<file path="config.mk">
export PLATFORM = sky130hd
export DESIGN_NAME = bus_wait_ctrl
export DESIGN_NICKNAME = d
export VERILOG_FILES = /design/src/rtl/bwc_pkg.sv /design/src/rtl/bwc_region_dec.sv /design/src/rtl/bwc_wait_seq.sv /design/src/rtl/bwc_strobe_drv.sv /design/src/rtl/bus_wait_ctrl.sv
export SDC_FILE = /design/constraint.sdc
export NUM_CORES = 1
export LEC_CHECK = 0
export CAP_MARGIN = 20
export CORE_AREA = 2 2 42 44
export CTS_CLUSTER_DIAMETER = 30
export DETAILED_ROUTE_END_ITERATION = 10
export DIE_AREA = 0 0 44 46
export GPL_ROUTABILITY_DRIVEN = 0
export GPL_TIMING_DRIVEN = 0
export PLACE_DENSITY = 0.7
export SYNTH_ARGS = -nofsm -noshare
export SYNTH_HDL_FRONTEND = slang
export SYNTH_SLANG_ARGS = --single-unit
</file>
<file path="constraint.sdc">
create_clock -name clk -period 1.75 [get_ports clk]
set_input_delay 0.35 -clock clk [delete_from_list [all_inputs] [get_ports clk]]
set_output_delay 0.35 -clock clk [all_outputs]
set_load 0.01 [all_outputs]
</file>
<file path="src/rtl/bwc_pkg.sv">
package bwc_pkg;

  localparam int CNT_W = 3;

  typedef enum logic [1:0] {
    ST_IDLE = 2'd0,
    ST_STRB = 2'd1,
    ST_DONE = 2'd2
  } bwc_state_e;

  // A 2-bit region field encodes 1..4 wait cycles.
  function automatic logic [CNT_W-1:0] waits_of_field(input logic [1:0] fld);
    return {1'b0, fld} + 3'd1;
  endfunction

endpackage

</file>
<file path="src/rtl/bwc_region_dec.sv">
module bwc_region_dec #(
  parameter int HI_W    = 4,
  parameter int RGN_W   = 2,
  parameter int EXT_TAG = 1
) (
  input  logic [HI_W-1:0]          addr_hi,
  input  logic                     single_chip,
  input  logic [2*(1<<RGN_W)-1:0]  wait_cfg,
  output logic                     is_ext,
  output logic [RGN_W-1:0]         rgn_idx,
  output logic [bwc_pkg::CNT_W-1:0] wait_cnt
);
  import bwc_pkg::*;

  localparam int TAG_W = HI_W - RGN_W;

  logic [TAG_W-1:0] area_tag;
  logic [1:0]       fld;

  assign area_tag = addr_hi[HI_W-1:RGN_W];
  assign rgn_idx  = addr_hi[RGN_W-1:0];
  assign is_ext   = !single_chip && (area_tag == TAG_W'(EXT_TAG));
  assign fld      = wait_cfg[{rgn_idx, 1'b0} +: 2];
  assign wait_cnt = waits_of_field(fld);

endmodule

</file>
<file path="src/rtl/bwc_wait_seq.sv">
module bwc_wait_seq (
  input  logic                      clk,
  input  logic                      rst_n,
  input  logic                      start,
  input  logic                      is_ext,
  input  logic [bwc_pkg::CNT_W-1:0] wait_cnt,
  input  logic                      ext_wait_n,
  output logic                      accept,
  output logic                      strobe_on,
  output logic                      rdy_pulse
);
  import bwc_pkg::*;

  bwc_state_e       state;
  logic [CNT_W-1:0] cnt;
  logic             in_sample;

  assign accept    = start && (state == ST_IDLE);
  assign strobe_on = (state == ST_STRB);
  assign rdy_pulse = (state == ST_DONE);
  assign in_sample = strobe_on && (cnt == '0);

  always_ff @(posedge clk or negedge rst_n) begin
    if (!rst_n) begin
      state <= ST_IDLE;
      cnt   <= '0;
    end else begin
      case (state)
        ST_IDLE: if (accept) begin
          if (is_ext) begin
            state <= ST_STRB;
            cnt   <= wait_cnt;
          end else begin
            state <= ST_DONE;
          end
        end
        ST_STRB: begin
          if (cnt != '0)      cnt   <= cnt - 3'd1;
          else if (ext_wait_n) state <= ST_DONE;
        end
        default: state <= ST_IDLE;
      endcase
    end
  end

  AST_CNT_BOUND: assert property (@(posedge clk) disable iff (!rst_n)
    cnt <= 3'd4) else $error("cnt out of range");
  AST_WAIT_EXTENDS: assert property (@(posedge clk) disable iff (!rst_n)
    (in_sample && !ext_wait_n) |=> strobe_on) else $error("wait not honoured");
  AST_WAIT_RELEASE: assert property (@(posedge clk) disable iff (!rst_n)
    (in_sample && ext_wait_n) |=> rdy_pulse) else $error("no end after release");
  AST_EARLY_WAIT_IGNORED: assert property (@(posedge clk) disable iff (!rst_n)
    (strobe_on && !in_sample) |=> strobe_on) else $error("early end");
  AST_INT_ZERO_WAIT: assert property (@(posedge clk) disable iff (!rst_n)
    (accept && !is_ext) |=> rdy_pulse) else $error("internal not zero-wait");
  AST_RDY_SINGLE: assert property (@(posedge clk) disable iff (!rst_n)
    rdy_pulse |=> !rdy_pulse) else $error("ready longer than one cycle");

endmodule

</file>
<file path="src/rtl/bwc_strobe_drv.sv">
module bwc_strobe_drv #(
  parameter int RGN_W = 2
) (
  input  logic                  clk,
  input  logic                  rst_n,
  input  logic                  accept,
  input  logic                  start_wr,
  input  logic [RGN_W-1:0]      rgn_idx,
  input  logic                  strobe_on,
  output logic                  ext_rd_n,
  output logic                  ext_wr_n,
  output logic [(1<<RGN_W)-1:0] ext_cs_n
);
  localparam int NREG = 1 << RGN_W;

  logic             wr_q;
  logic [RGN_W-1:0] rgn_q;

  always_ff @(posedge clk or negedge rst_n) begin
    if (!rst_n) begin
      wr_q  <= 1'b0;
      rgn_q <= '0;
    end else if (accept) begin
      wr_q  <= start_wr;
      rgn_q <= rgn_idx;
    end
  end

  assign ext_rd_n = !(strobe_on && !wr_q);
  assign ext_wr_n = !(strobe_on && wr_q);

  for (genvar r = 0; r < NREG; r++) begin : g_cs
    assign ext_cs_n[r] = !(strobe_on && (rgn_q == RGN_W'(r)));
  end

  AST_RW_EXCL: assert property (@(posedge clk) disable iff (!rst_n)
    !(!ext_rd_n && !ext_wr_n)) else $error("both strobes low");
  AST_CS_ONEHOT: assert property (@(posedge clk) disable iff (!rst_n)
    $onehot0(~ext_cs_n)) else $error("more than one select");
  AST_STROBE_HAS_CS: assert property (@(posedge clk) disable iff (!rst_n)
    (!ext_rd_n || !ext_wr_n) |-> ($countones(~ext_cs_n) == 1)) else $error("strobe without select");
  AST_CS_STABLE: assert property (@(posedge clk) disable iff (!rst_n)
    (strobe_on && $past(strobe_on)) |-> $stable(ext_cs_n)) else $error("select moved mid-access");

endmodule

</file>
<file path="src/rtl/bus_wait_ctrl.sv">
module bus_wait_ctrl #(
  parameter int ADDR_W  = 24,
  parameter int EXT_AW  = 22,
  parameter int RGN_W   = 2,
  parameter int EXT_TAG = 1,
  localparam int NREG   = 1 << RGN_W,
  localparam int HI_W   = ADDR_W - (EXT_AW - RGN_W)
) (
  input  logic              clk,
  input  logic              rst_n,
  input  logic              single_chip,
  input  logic [2*NREG-1:0] wait_cfg,
  input  logic [HI_W-1:0]   addr_hi,
  input  logic              cpu_rd,
  input  logic              cpu_wr,
  input  logic              ext_wait_n,
  output logic              core_rdy,
  output logic              ext_rd_n,
  output logic              ext_wr_n,
  output logic [NREG-1:0]   ext_cs_n
);
  import bwc_pkg::*;

  logic             start;
  logic             is_ext;
  logic [RGN_W-1:0] rgn_idx;
  logic [CNT_W-1:0] wait_cnt;
  logic             accept;
  logic             strobe_on;

  assign start = cpu_rd || cpu_wr;

  bwc_region_dec #(.HI_W(HI_W), .RGN_W(RGN_W), .EXT_TAG(EXT_TAG)) u_dec (
    .addr_hi(addr_hi), .single_chip(single_chip), .wait_cfg(wait_cfg),
    .is_ext(is_ext), .rgn_idx(rgn_idx), .wait_cnt(wait_cnt)
  );

  bwc_wait_seq u_seq (
    .clk(clk), .rst_n(rst_n), .start(start), .is_ext(is_ext),
    .wait_cnt(wait_cnt), .ext_wait_n(ext_wait_n),
    .accept(accept), .strobe_on(strobe_on), .rdy_pulse(core_rdy)
  );

  bwc_strobe_drv #(.RGN_W(RGN_W)) u_drv (
    .clk(clk), .rst_n(rst_n), .accept(accept), .start_wr(cpu_wr),
    .rgn_idx(rgn_idx), .strobe_on(strobe_on),
    .ext_rd_n(ext_rd_n), .ext_wr_n(ext_wr_n), .ext_cs_n(ext_cs_n)
  );

  AST_RDY_STROBES_OFF: assert property (@(posedge clk) disable iff (!rst_n)
    core_rdy |-> (ext_rd_n && ext_wr_n && (&ext_cs_n))) else $error("strobe at ready");
  AST_SINGLE_CHIP_INTERNAL: assert property (@(posedge clk) disable iff (!rst_n)
    (single_chip && accept) |=> (&ext_cs_n)) else $error("external in single-chip");

endmodule

</file>
Yosys cells after proc, flatten, opt, wreduce, memory -nomap -nowiden. Cells that the tools add are included.

Flip-flop bits (word level): 8. Output and inout port bits: 7. Logic and storage cells: 50.

Add/sub/neg operators: 2. Equality and inequality tests: 11. Shifts and indexed selects: 1. Mux-type cells: 9. Reductions and logical operators: 23.

Operators by type and width (number): $ne A2 B2 Y1 const B (5); $mux W3 (3); $logic_and A1 B1 Y1 (8); $logic_not A1 Y1 (8); $mux W2 (4); $shiftx A8 B4 Y2 (1); $eq A2 B1 Y1 const B (3); $eq A2 B2 Y1 const B (3); $pmux W3 S2 (1); $logic_not A2 Y1 (2); $pmux W2 S2 (1); $reduce_and A4 Y1 (1); $add A2 B1 Y3 const B (1); $reduce_and A3 Y1 (1); $reduce_bool A3 Y1 (1); $sub A3 B1 Y3 const B (1); $reduce_bool A2 Y1 (1); $logic_or A1 B1 Y1 (1).

Depth between registers and ports, before layout. Gate-level depths: netlist (run 1).

Depth after elaboration: 5. Mapped depth: 6. Mapped depth without buffers: 6.

By module. Synthesis (run 1) repeated with hierarchy kept, for this count alone.

Cell total of the unflattened synthesis: 54. Area, all modules: 596.8 um^2.

Modules (own cells, without submodules): bwc_wait_seq (times used 1, cells each 34, area each 354.1 um^2, sequential area each 125.1 um^2); bwc_strobe_drv (times used 1, cells each 12, area each 148.9 um^2, sequential area each 75.1 um^2); bwc_region_dec (times used 1, cells each 7, area each 87.6 um^2, sequential area each 0.0 um^2); bus_wait_ctrl (times used 1, cells each 1, area each 6.3 um^2, sequential area each 0.0 um^2).

Least setup slack after synthesis (run 1). Ideal clock, no wire load.

Kind: input port to flip-flop. Start point: input addr_hi[0]. End point: register u_seq.cnt[2]. Library setup time: 0.121 ns. Arrival: 1.373 ns. Data required time: 1.629 ns. Path slack: 0.256 ns. Cell stages on the path: 5. Buffers on the path: 0. Path through: mux4_1 ha_1 nor2_1 a31oi_1 o22a_1.

Word-level cells in the longest chain between the ends: 5.

RTL lines: start: declaration (RTL line bus_wait_ctrl.sv:13) `input logic [HI_W-1:0] addr_hi,`; $shiftx A8 B4 Y2 (RTL line bwc_region_dec.sv:23) `assign fld = wait_cfg[{rgn_idx, 1'b0} +: 2];`; $add A2 B1 Y3 (RTL line bwc_pkg.sv:13) `return {1'b0, fld} + 3'd1;`; $mux W3 (RTL line bwc_wait_seq.sv:30) `if (is_ext) begin`; $mux W3 (RTL line bwc_wait_seq.sv:29) `ST_IDLE: if (accept) begin`; $pmux W3 S2 (RTL line bwc_wait_seq.sv:28) `case (state)`; end signal: assignment (RTL line bwc_wait_seq.sv:32) `cnt <= wait_cnt;`; end signal: assignment (RTL line bwc_wait_seq.sv:38) `if (cnt != '0) cnt <= cnt - 3'd1;`; end: declaration (RTL line bwc_wait_seq.sv:15) `logic [CNT_W-1:0] cnt;`.

Every way passes these cells. The select of a mux whose other input is x is not followed. A chain may end at the register's enable or synchronous reset.

Worst setup path in the final report (run 1).
Start point: register u_seq.state[1]. End point: output ext_cs_n[0].

Word-level cells in the longest chain between the ends: 3.

RTL lines: start: declaration (RTL line bwc_wait_seq.sv:14) `bwc_state_e state;`; start signal: assignment (RTL line bwc_wait_seq.sv:25) `state <= ST_IDLE;`; start signal: assignment (RTL line bwc_wait_seq.sv:31) `state <= ST_STRB;`; start signal: assignment (RTL line bwc_wait_seq.sv:34) `state <= ST_DONE;`; $eq A2 B1 Y1 (RTL line bwc_wait_seq.sv:19) `assign strobe_on = (state == ST_STRB);`; $logic_and A1 B1 Y1 (RTL line bwc_strobe_drv.sv:33) `assign ext_cs_n[r] = !(strobe_on && (rgn_q == RGN_W'(r)));`; $logic_not A1 Y1 (RTL line bwc_strobe_drv.sv:33); end: declaration (RTL line bus_wait_ctrl.sv:20) `output logic [NREG-1:0] ext_cs_n`.

Every way passes these cells.

==> flow_metrics.py, run 1 <==
metrics = {
    "synth": {
        "mappedNetlistNets": 79,
        "synth-async-reset-ratio_pct": 100,
        "ys_ff_latch": 8,
        "avgSynthCellArea_um2": 10.3,
        "yosysUniqueCellTypes": 28,
        "yosys_warnings": 0,
        "syn_inst": 58,
        "yosys_most_used_dff": "dfrtp_1",
        "synth_edf_count": 0,
        "syn_area_um2": 598,
        "synth-seq-area-share_pct": 33.5,
    },
    "setup_path": {
        "cp.arrival_ns": 1.34,
        "path_class": "register to output pin",
        "path_max_fanout": 6,
        "slowest_delay_ns": 0.46,
        "crit_slowest_cell": "dfrtp_2",
        "r2r_cells": 7,
        "crit_buf_inv": 1,
        "cp.required_ns": 1.40,
        "path_delay_family": "simple AND/OR/NAND/NOR gates",
        "start_kind": "register",
        "cp-end-kind": "output pin",
        "crit_start": "u_seq.state[1]",
        "regToRegEndpoint": "u_seq.cnt[2]",
        "worstReg2RegStart": "u_seq.state[0]",
        "regToRegSetupSlack_ns": 0.15,
        "crit_chain": "nand2b_4, or3_1, buf_2",
    },
    "finish": {
        "n_antenna_cell": 0,
        "fin_cells": 104,
        "fin_area_um2": 888,
        "area_growth_pct": 48.5,
        "drive_gt1_share_pct": 21.8,
        "final_cell_mix": "16 x clkdlybuf4s50_1, 10 x nor2_1, 7 x dfrtp_1",
        "fin_nets": 110,
        "layout_commonest_cell": "clkdlybuf4s50_1",
    },
    "grt": {
        "grt_pass1_wl_mm": 2.06,
        "grt.overflow.total": 0,
        "grt_antenna_before_repair": 0,
        "grt_max_degree": 11,
        "grt_pass1_vias": 506,
        "grt_use_total_pct": 14.4,
    },
    "floorplan": {
        "ios": 25,
        "die_w_um": 44,
        "rows": 15,
        "chipHeight_um": 46,
        "core_area_um2": 1610,
        "start_util_pct": 37.1,
        "dieArea_um2": 2020,
    },
    "sta": {
        "fin_skew_ns": 0.00502,
        "max_freq_mhz": 593,
        "maxSlewViolCount": 0,
        "rsz0062_at_grt": "no",
        "slew-limit-headroom_pct": 73.4,
        "fin_crit_ns": 1.69,
        "tightest_slew_ns": 0.397,
        "setup_viol": 0,
        "hold_viol": 0,
        "finalCritPeriodShare_pct": 96.4,
        "holdWs_ns": 0.378,
    },
    "detailed_routing": {
        "drtIter0Drc": 7,
        "drc_errors": 0,
        "firstDrtPassIters": 4,
        "drt-vias-per-instance": 5.21,
        "drtAntennaViolNets": 0,
        "num_vias": 542,
        "routed_wl_mm": 1.30,
        "routedWlPerCell_um": 12.5,
    },
    "pwr": {
        "leakage_nw": 0.360,
        "power_density_nw_per_um2": 1050,
        "totalPowerFinal_mw": 0.931,
        "vdd_drop_max_v": 0.000475,
    },
    "placed_design": {
        "place_inst": 99,
        "hpwl_um": 996,
        "placed_area_um2": 860,
        "portBuffers": 24,
    },
    "clock_network": {
        "clock_path_buffers": 2,
        "root_buffer": "clkbuf_4",
        "clkLatencyLatePin_ns": 0.26,
        "clock-sinks": 8,
        "cts_tree": "yes",
        "numCtsBuffers": 3,
        "path_clk_slew_ns": 0.06,
        "h-tree-depth": 1,
    },
    "min_path": {
        "hp-class": "primary input to async pin",
    },
    "outcome": {
        "status": "finished clean",
    },
    "run": {
        "max_cap_viol_count": 0,
    },
}
## synthesized netlist by cell type, types with 2 or more instances
cell type,count,area (um2)
mux2_1,2,22.5
a31oi_1,2,12.5
nor2_1,10,37.5
nand2_1,6,22.5
nand2b_1,2,12.5
dfrtp_1,8,200
nor2b_1,2,12.5
inv_1,2,7.51
o21ai_1,2,10.0
nor2b_4,2,27.5
ha_1,3,37.5
## worst max-delay path by stage
stage | cells past startpoint | end
CTS | 3 | ext_cs_n[0]
detailed placement | 6 | u_seq.cnt[2]
finish | 3 | ext_cs_n[0]
global placement | 6 | u_seq.cnt[2]
floorplan | 5 | u_seq.cnt[2]
global route | 3 | ext_cs_n[0]
## metrics by stage
| step | utilization (%) | worst slack [ns] | TNS, ns |
|---|---|---|---|
| after floorplan | - | 0.256 | 0 |
| after global placement | 53.3 | -0.374 | -0.915 |
| after detailed placement | 53.3 | -0.407 | -0.980 |
| after CTS | 55.0 | 0.0529 | 0 |
| after global routing | 55.0 | 0.00139 | 0 |
| final | 55.0 | 0.0625 | 0 |
## repair_timing
| item | in CTS | in global routing |
|---|---|---|
| setup endpoints to repair | 9 | 0 |
| buffers inserted | 2 | 0 |
| gates resized for setup | 16 | 0 |
| hold buffers | 0 | 0 |
## state kept, by name, indices dropped and copies added (netlist names)
register / flops
u_seq.cnt: 3
u_seq.state: 2
u_drv.wr_q: 1
u_drv.rgn_q: 2
## cells by family (layout without fill, tap and decap cells)
| kind of cell | after synthesis | in the layout | synth area share, % |
|---|---|---|---|
| DFF | 8 | 8 | 33.5 |
| and+or+nand+nor | 30 | 30 | 29.7 |
| muxes | 4 | 4 | 11.9 |
| buffers and inverters | 3 | 32 | 3.14 |
| adders and majority gates | 3 | 3 | 6.28 |
| AOI/OAI and AO/OA | 10 | 10 | 15.5 |
## per-layer routing
| metal | vias to the layer above | GRT usage (%) | routed length (um) |
|---|---|---|---|
| met3 | 7 | 4.37 | 111 |
| met1 | 238 | 15.8 | 479 |
| li1 | 268 | - | - |
| met2 | 29 | 24.1 | 656 |
| met5 | - | 0 | 0 |
| met4 | 0 | 9.09 | 48 |
## final cells by class
| class | count | area (um2) |
|---|---|---|
| buffer | 1 | 11.3 |
| clock buffer | 3 | 22.5 |
| fill | 148 | 726 |
| inverter | 2 | 7.51 |
| multi-input combinational | 47 | 387 |
| sequential | 8 | 201 |
| tap | 17 | 21.3 |
| timing repair buffer | 26 | 238 |
## power by group
group / total [mW] / internal, mW / switching, mW
Combinational: 0.439 / 0.239 / 0.200
Sequential: 0.342 / 0.265 / 0.0770
Clock: 0.150 / 0.0791 / 0.0711
(Power assumes the default switching activity.)
==> inputs of run 2 (changes only) <==
==> constraint.sdc (replaced) <==
create_clock -name clk -period 1.75 [get_ports clk]
set_input_delay 0.2625 -clock clk [delete_from_list [all_inputs] [get_ports clk]]
set_output_delay 0.2625 -clock clk [all_outputs]
set_load 0.01 [all_outputs]
==> run 2 against run 1 <==
Count of clock-buffer cells in the layout unchanged; via count down 1.1%; worst setup slack better by 0.0062 ns; worst hold slack worse by 0.084 ns; critical endpoint is now ext_cs_n[3]; highest routed layer is now met3.
==> flow_metrics.py, run 2 (synthesized netlist as in run 1, its figures left out) <==
metrics = {
    "run": {
        "max_cap_viol_count": 0,
    },
    "clock_network": {
        "clkLatencyLatePin_ns": 0.26,
        "numCtsBuffers": 3,
        "path_clk_slew_ns": 0.06,
        "cts_tree": "yes",
        "root_buffer": "clkbuf_4",
        "clock_path_buffers": 2,
        "ctsHoldBuffers": 0,
        "h-tree-depth": 1,
        "clock-sinks": 8,
    },
    "sta": {
        "setup_viol": 0,
        "slew-limit-headroom_pct": 72.9,
        "fin_crit_ns": 1.68,
        "hold_viol": 0,
        "max_freq_mhz": 595,
        "finalCritPeriodShare_pct": 96.1,
        "maxSlewViolCount": 0,
        "tightest_slew_ns": 0.406,
        "fin_skew_ns": 0.00518,
        "rsz0062_at_grt": "no",
        "holdWs_ns": 0.294,
        "fin_ws_ns": 0.0687,
    },
    "setup_path": {
        "path_max_fanout": 10,
        "cp-end-kind": "output pin",
        "cp.required_ns": 1.49,
        "regToRegSetupSlack_ns": 0.16,
        "crit_start": "u_seq.state[0]",
        "r2r_cells": 7,
        "cp.arrival_ns": 1.42,
        "regToRegEndpoint": "u_seq.cnt[2]",
        "worstReg2RegStart": "u_seq.state[0]",
        "path_class": "register to output pin",
        "start_kind": "register",
    },
    "finish": {
        "n_antenna_cell": 0,
        "fin_util_pct": 56.3,
        "largest_register_ffs": 3,
        "layout_commonest_cell": "clkdlybuf4s50_1",
        "fin_nets": 112,
        "final_cell_mix": "17 x clkdlybuf4s50_1, 10 x nor2_1, 7 x dfrtp_1",
        "regMostFlops": "u_seq.cnt",
        "area_growth_pct": 51.9,
        "fill_cells": 146,
        "fin_cells": 106,
        "top_regs": "u_seq.cnt (3), u_drv.rgn_q (2), u_seq.state (2)",
        "drive_gt1_share_pct": 22.5,
    },
    "placed_design": {
        "hpwl_um": 996,
        "portBuffers": 24,
        "place_ws_ns": -0.319,
        "place_inst": 99,
    },
    "detailed_routing": {
        "num_vias": 536,
        "drc_errors": 0,
        "drtAntennaViolNets": 0,
        "routedWlPerCell_um": 12.3,
        "routed_wl_mm": 1.31,
        "drt-vias-per-instance": 5.06,
        "drtIter0Drc": 15,
        "firstDrtPassIters": 4,
    },
    "min_path": {
        "hp-class": "primary input to async pin",
    },
    "floorplan": {
        "chipHeight_um": 46,
        "die_w_um": 44,
        "ios": 25,
        "dieArea_um2": 2020,
        "start_util_pct": 37.1,
        "core_area_um2": 1610,
        "rows": 15,
    },
    "outcome": {
        "status": "finished clean",
    },
    "pwr": {
        "leakage_nw": 0.370,
        "totalPowerFinal_mw": 0.952,
        "power_density_nw_per_um2": 1050,
        "vdd_drop_max_v": 0.000480,
    },
    "grt": {
        "grt_max_degree": 11,
        "grt_antenna_before_repair": 0,
        "grt_pass1_vias": 507,
        "grt_use_total_pct": 14.5,
        "grt.overflow.total": 0,
        "grt_pass1_wl_mm": 2.07,
    },
}
==> run 2: cell types whose count changed in the layout (fill, tap and decap cells not counted) <==
cell	previous run	this run
buf_2	2	0
buf_4	2	4
clkbuf_2	0	1
clkdlybuf4s50_1	16	17
==> run 2: area by class of cell <==
cell class              instances  area (um2)  share of cell area, %
plain buffers                   1        11.3                   1.24
clock buffers                   3        22.5                   2.48
inverters                       2        7.51                  0.826
multi-input cells              47         387                   42.6
flip-flops and latches          8         201                   22.2
well taps                      17        21.3                   2.34
repair buffers                 28         258                   28.4
==> run 2: how the worst max path moves through the flow <==
stage	end	cells past startpoint
2_1_floorplan	u_seq.cnt[2]	5
3_3_place_gp	u_seq.cnt[2]	6
3_5_place_dp	u_seq.cnt[2]	6
4_1_cts	ext_cs_n[3]	5
5_1_grt	ext_cs_n[3]	5
6_report	ext_cs_n[3]	5
==> run 2: power by group <==
group          leakage (nW)  switching, mW  internal [mW]  total (mW)
clock                0.0138         0.0719         0.0791       0.151
combinational         0.260          0.203          0.254       0.458
sequential           0.0957         0.0784          0.265       0.343
total                 0.370          0.354          0.598       0.952
==> run 2: repair_timing <==
action / CTS / global route
gates resized for setup: 10 / 1
setup endpoints to repair: 8 / 2
buffers inserted: 2 / 2
==> run 2: layer usage <==
layer | vias up | part of all wire, % | global-route usage (%)
met5 | - | 0 | 0
met4 | 0 | 0 | 9.09
met3 | 0 | 7.8 | 4.37
met2 | 24 | 53 | 24.1
met1 | 241 | 39 | 16.0
li1 | 271 | - | -
==> run 2: worst max-delay path: stages (launching register included) <==
cell and delay, ns:
dfrtp_1 0.34, buf_6 0.16, nor2b_4 0.18, buf_4 0.13
nand3_1 0.07, dlygate4sd2_1 0.29
==> run 2: metrics by stage <==
step                setup TNS [ns]  area [um2]
floorplan                        0         598
global placement            -0.565         860
detailed placement          -0.630         860
CTS                              0         898
global route                     0         908
finish                           0         908
==> inputs of run 3 (changes only) <==
--- a/config.mk
+++ b/config.mk
@@ -11,7 +11,6 @@
 export DETAILED_ROUTE_END_ITERATION = 10
 export DIE_AREA = 0 0 44 46
 export GPL_ROUTABILITY_DRIVEN = 0
-export GPL_TIMING_DRIVEN = 0
 export PLACE_DENSITY = 0.7
 export SYNTH_ARGS = -nofsm -noshare
 export SYNTH_HDL_FRONTEND = slang
==> run 3 against run 2 <==
Via count grew 2.8%; highest routed layer is now met4; sequential share of layout area shrank 0.70 points; final cell count grew 3.8%; critical path depth is the same; clock power shrank 6%; critical path type unchanged; register-to-register slack gained 0.23 ns; routed wire length shrank 5.2%.
==> flow_metrics.py, run 3 (synthesized netlist as in run 1, its figures left out) <==
metrics = {
    "grt": {
        "grt_use_total_pct": 14.1,
        "grt_antenna_before_repair": 0,
        "grt_pass1_wl_mm": 2.01,
        "grt.overflow.total": 0,
        "grt_max_degree": 9,
        "grt_pass1_vias": 510,
    },
    "sta": {
        "hold_viol": 0,
        "setup_viol": 0,
        "slew-limit-headroom_pct": 73.1,
        "holdWs_ns": 0.304,
        "fin_ws_ns": 0.101,
        "finalCritPeriodShare_pct": 94.2,
        "max_freq_mhz": 607,
        "tightest_slew_ns": 0.402,
        "maxSlewViolCount": 0,
        "fin_crit_ns": 1.65,
        "finalSetupTns_ns": 0,
        "fin_skew_ns": 0.00210,
        "rsz0062_at_grt": "no",
    },
    "detailed_routing": {
        "drt-vias-per-instance": 5.01,
        "drc_errors": 0,
        "firstDrtPassIters": 4,
        "drtIter0Drc": 3,
        "num_vias": 551,
        "drtAntennaViolNets": 0,
        "routed_wl_mm": 1.24,
        "routedWlPerCell_um": 11.3,
    },
    "finish": {
        "n_antenna_cell": 0,
        "largest_register_ffs": 3,
        "regMostFlops": "u_seq.cnt",
        "fin_nets": 116,
        "top_regs": "u_seq.cnt (3), u_drv.rgn_q (2), u_seq.state (2)",
        "layout_commonest_cell": "clkdlybuf4s50_1",
        "drive_gt1_share_pct": 22.6,
        "fin_util_pct": 57.8,
        "fin_area_um2": 932,
        "fin_cells": 110,
        "final_cell_mix": "16 x clkdlybuf4s50_1, 10 x nor2_1, 9 x buf_4",
        "fill_cells": 149,
        "area_growth_pct": 55.9,
    },
    "setup_path": {
        "path_max_fanout": 5,
        "cp.required_ns": 1.49,
        "cp-end-kind": "output pin",
        "start_kind": "register",
        "crit_chain": "buf_4, nor2b_4, buf_4, nand2b_1, dlygate4sd2_1",
        "cpMostUsedCell": "buf_4",
        "path_class": "register to output pin",
        "crit_buf_inv": 3,
        "path_delay_family": "buffers and inverters",
        "crit_slowest_cell": "dfrtp_1",
        "cp.arrival_ns": 1.39,
        "slowest_delay_ns": 0.37,
    },
    "placed_design": {
        "place_inst": 105,
        "place_ws_ns": -0.295,
        "portBuffers": 24,
        "placed_area_um2": 901,
        "hpwl_mm": 1.04,
    },
    "clock_network": {
        "root_buffer": "clkbuf_4",
        "h-tree-depth": 1,
        "clock_path_buffers": 2,
        "clock-sinks": 8,
        "numCtsBuffers": 3,
        "path_clk_slew_ns": 0.06,
        "cts_tree": "yes",
        "clkLatencyLatePin_ns": 0.25,
    },
    "pwr": {
        "power_density_nw_per_um2": 1020,
        "totalPowerFinal_mw": 0.946,
        "leakage_nw": 0.395,
        "vdd_drop_max_v": 0.000491,
    },
    "min_path": {
        "hp-class": "primary input to async pin",
    },
    "floorplan": {
        "die_w_um": 44,
        "rows": 15,
        "ios": 25,
        "core_area_um2": 1610,
        "start_util_pct": 37.1,
        "chipHeight_um": 46,
        "dieArea_um2": 2020,
    },
    "outcome": {
        "status": "finished clean",
    },
    "run": {
        "max_cap_viol_count": 0,
    },
}
-- run 3: changes by cell type in the layout (fill, tap and decap cells not counted), sizes merged --
cell	delta
buf	+4
clkbuf	-1
clkdlybuf4s50	-1
dlygate4sd2	+1
dlymetal6s2s	+1
-- run 3: worst paths after layout --
path / from / to / slack [ns] / cells past startpoint
min in group clk: addr_hi[0] / u_drv.rgn_q[0] / 0.46 / 2
max in group asynchronous: rst_n / u_seq.cnt[1] / 1.16 / 1
hold / removal: rst_n / u_seq.cnt[2] / 0.30 / 1
setup reg to reg: u_seq.state[1] / u_seq.cnt[0] / 0.39 / 6
setup / recovery: u_seq.state[1] / ext_rd_n / 0.10 / 5
hold reg to reg: u_seq.cnt[1] / u_seq.cnt[1] / 0.49 / 2
-- run 3: repair_timing --
| action | CTS | global route |
|---|---|---|
| gates resized for setup | 7 | 1 |
| endpoints found under the setup margin | 7 | 1 |
| setup buffers | 2 | 0 |
| hold buffers | 0 | 0 |
| hold endpoints to repair | 0 | 0 |
-- run 3: area by class of cell --
class                           instances  area, um2  share of cell area, %
Clock buffer                            3       22.5                   2.42
Inverter                                2       7.51                  0.805
Multi-Input combinational cell         47        379                   40.7
Sequential cell                         8        200                   21.5
Tap cell                               17       21.3                   2.28
Timing Repair Buffer                   33        302                   32.3
-- run 3: worst reg2reg max path: stages (launching register included) --
cell and delay [ns]:
dfrtp_1 0.37, buf_4 0.16, nor2b_4 0.16, buf_4 0.16, a32oi_4 0.07, buf_4 0.17, o31ai_2 0.19
-- run 3: report_power, final --
part | internal [mW] | switching, mW
Combinational | 0.262 | 0.213
Clock | 0.0786 | 0.0639
Sequential | 0.264 | 0.0656
-- run 3: routing by layer --
metal / GRT usage, % / wire [um]
met4: 10.9 / 25
met3: 2.38 / 88
met5: 0 / 0
met1: 16.5 / 540
met2: 22.9 / 584
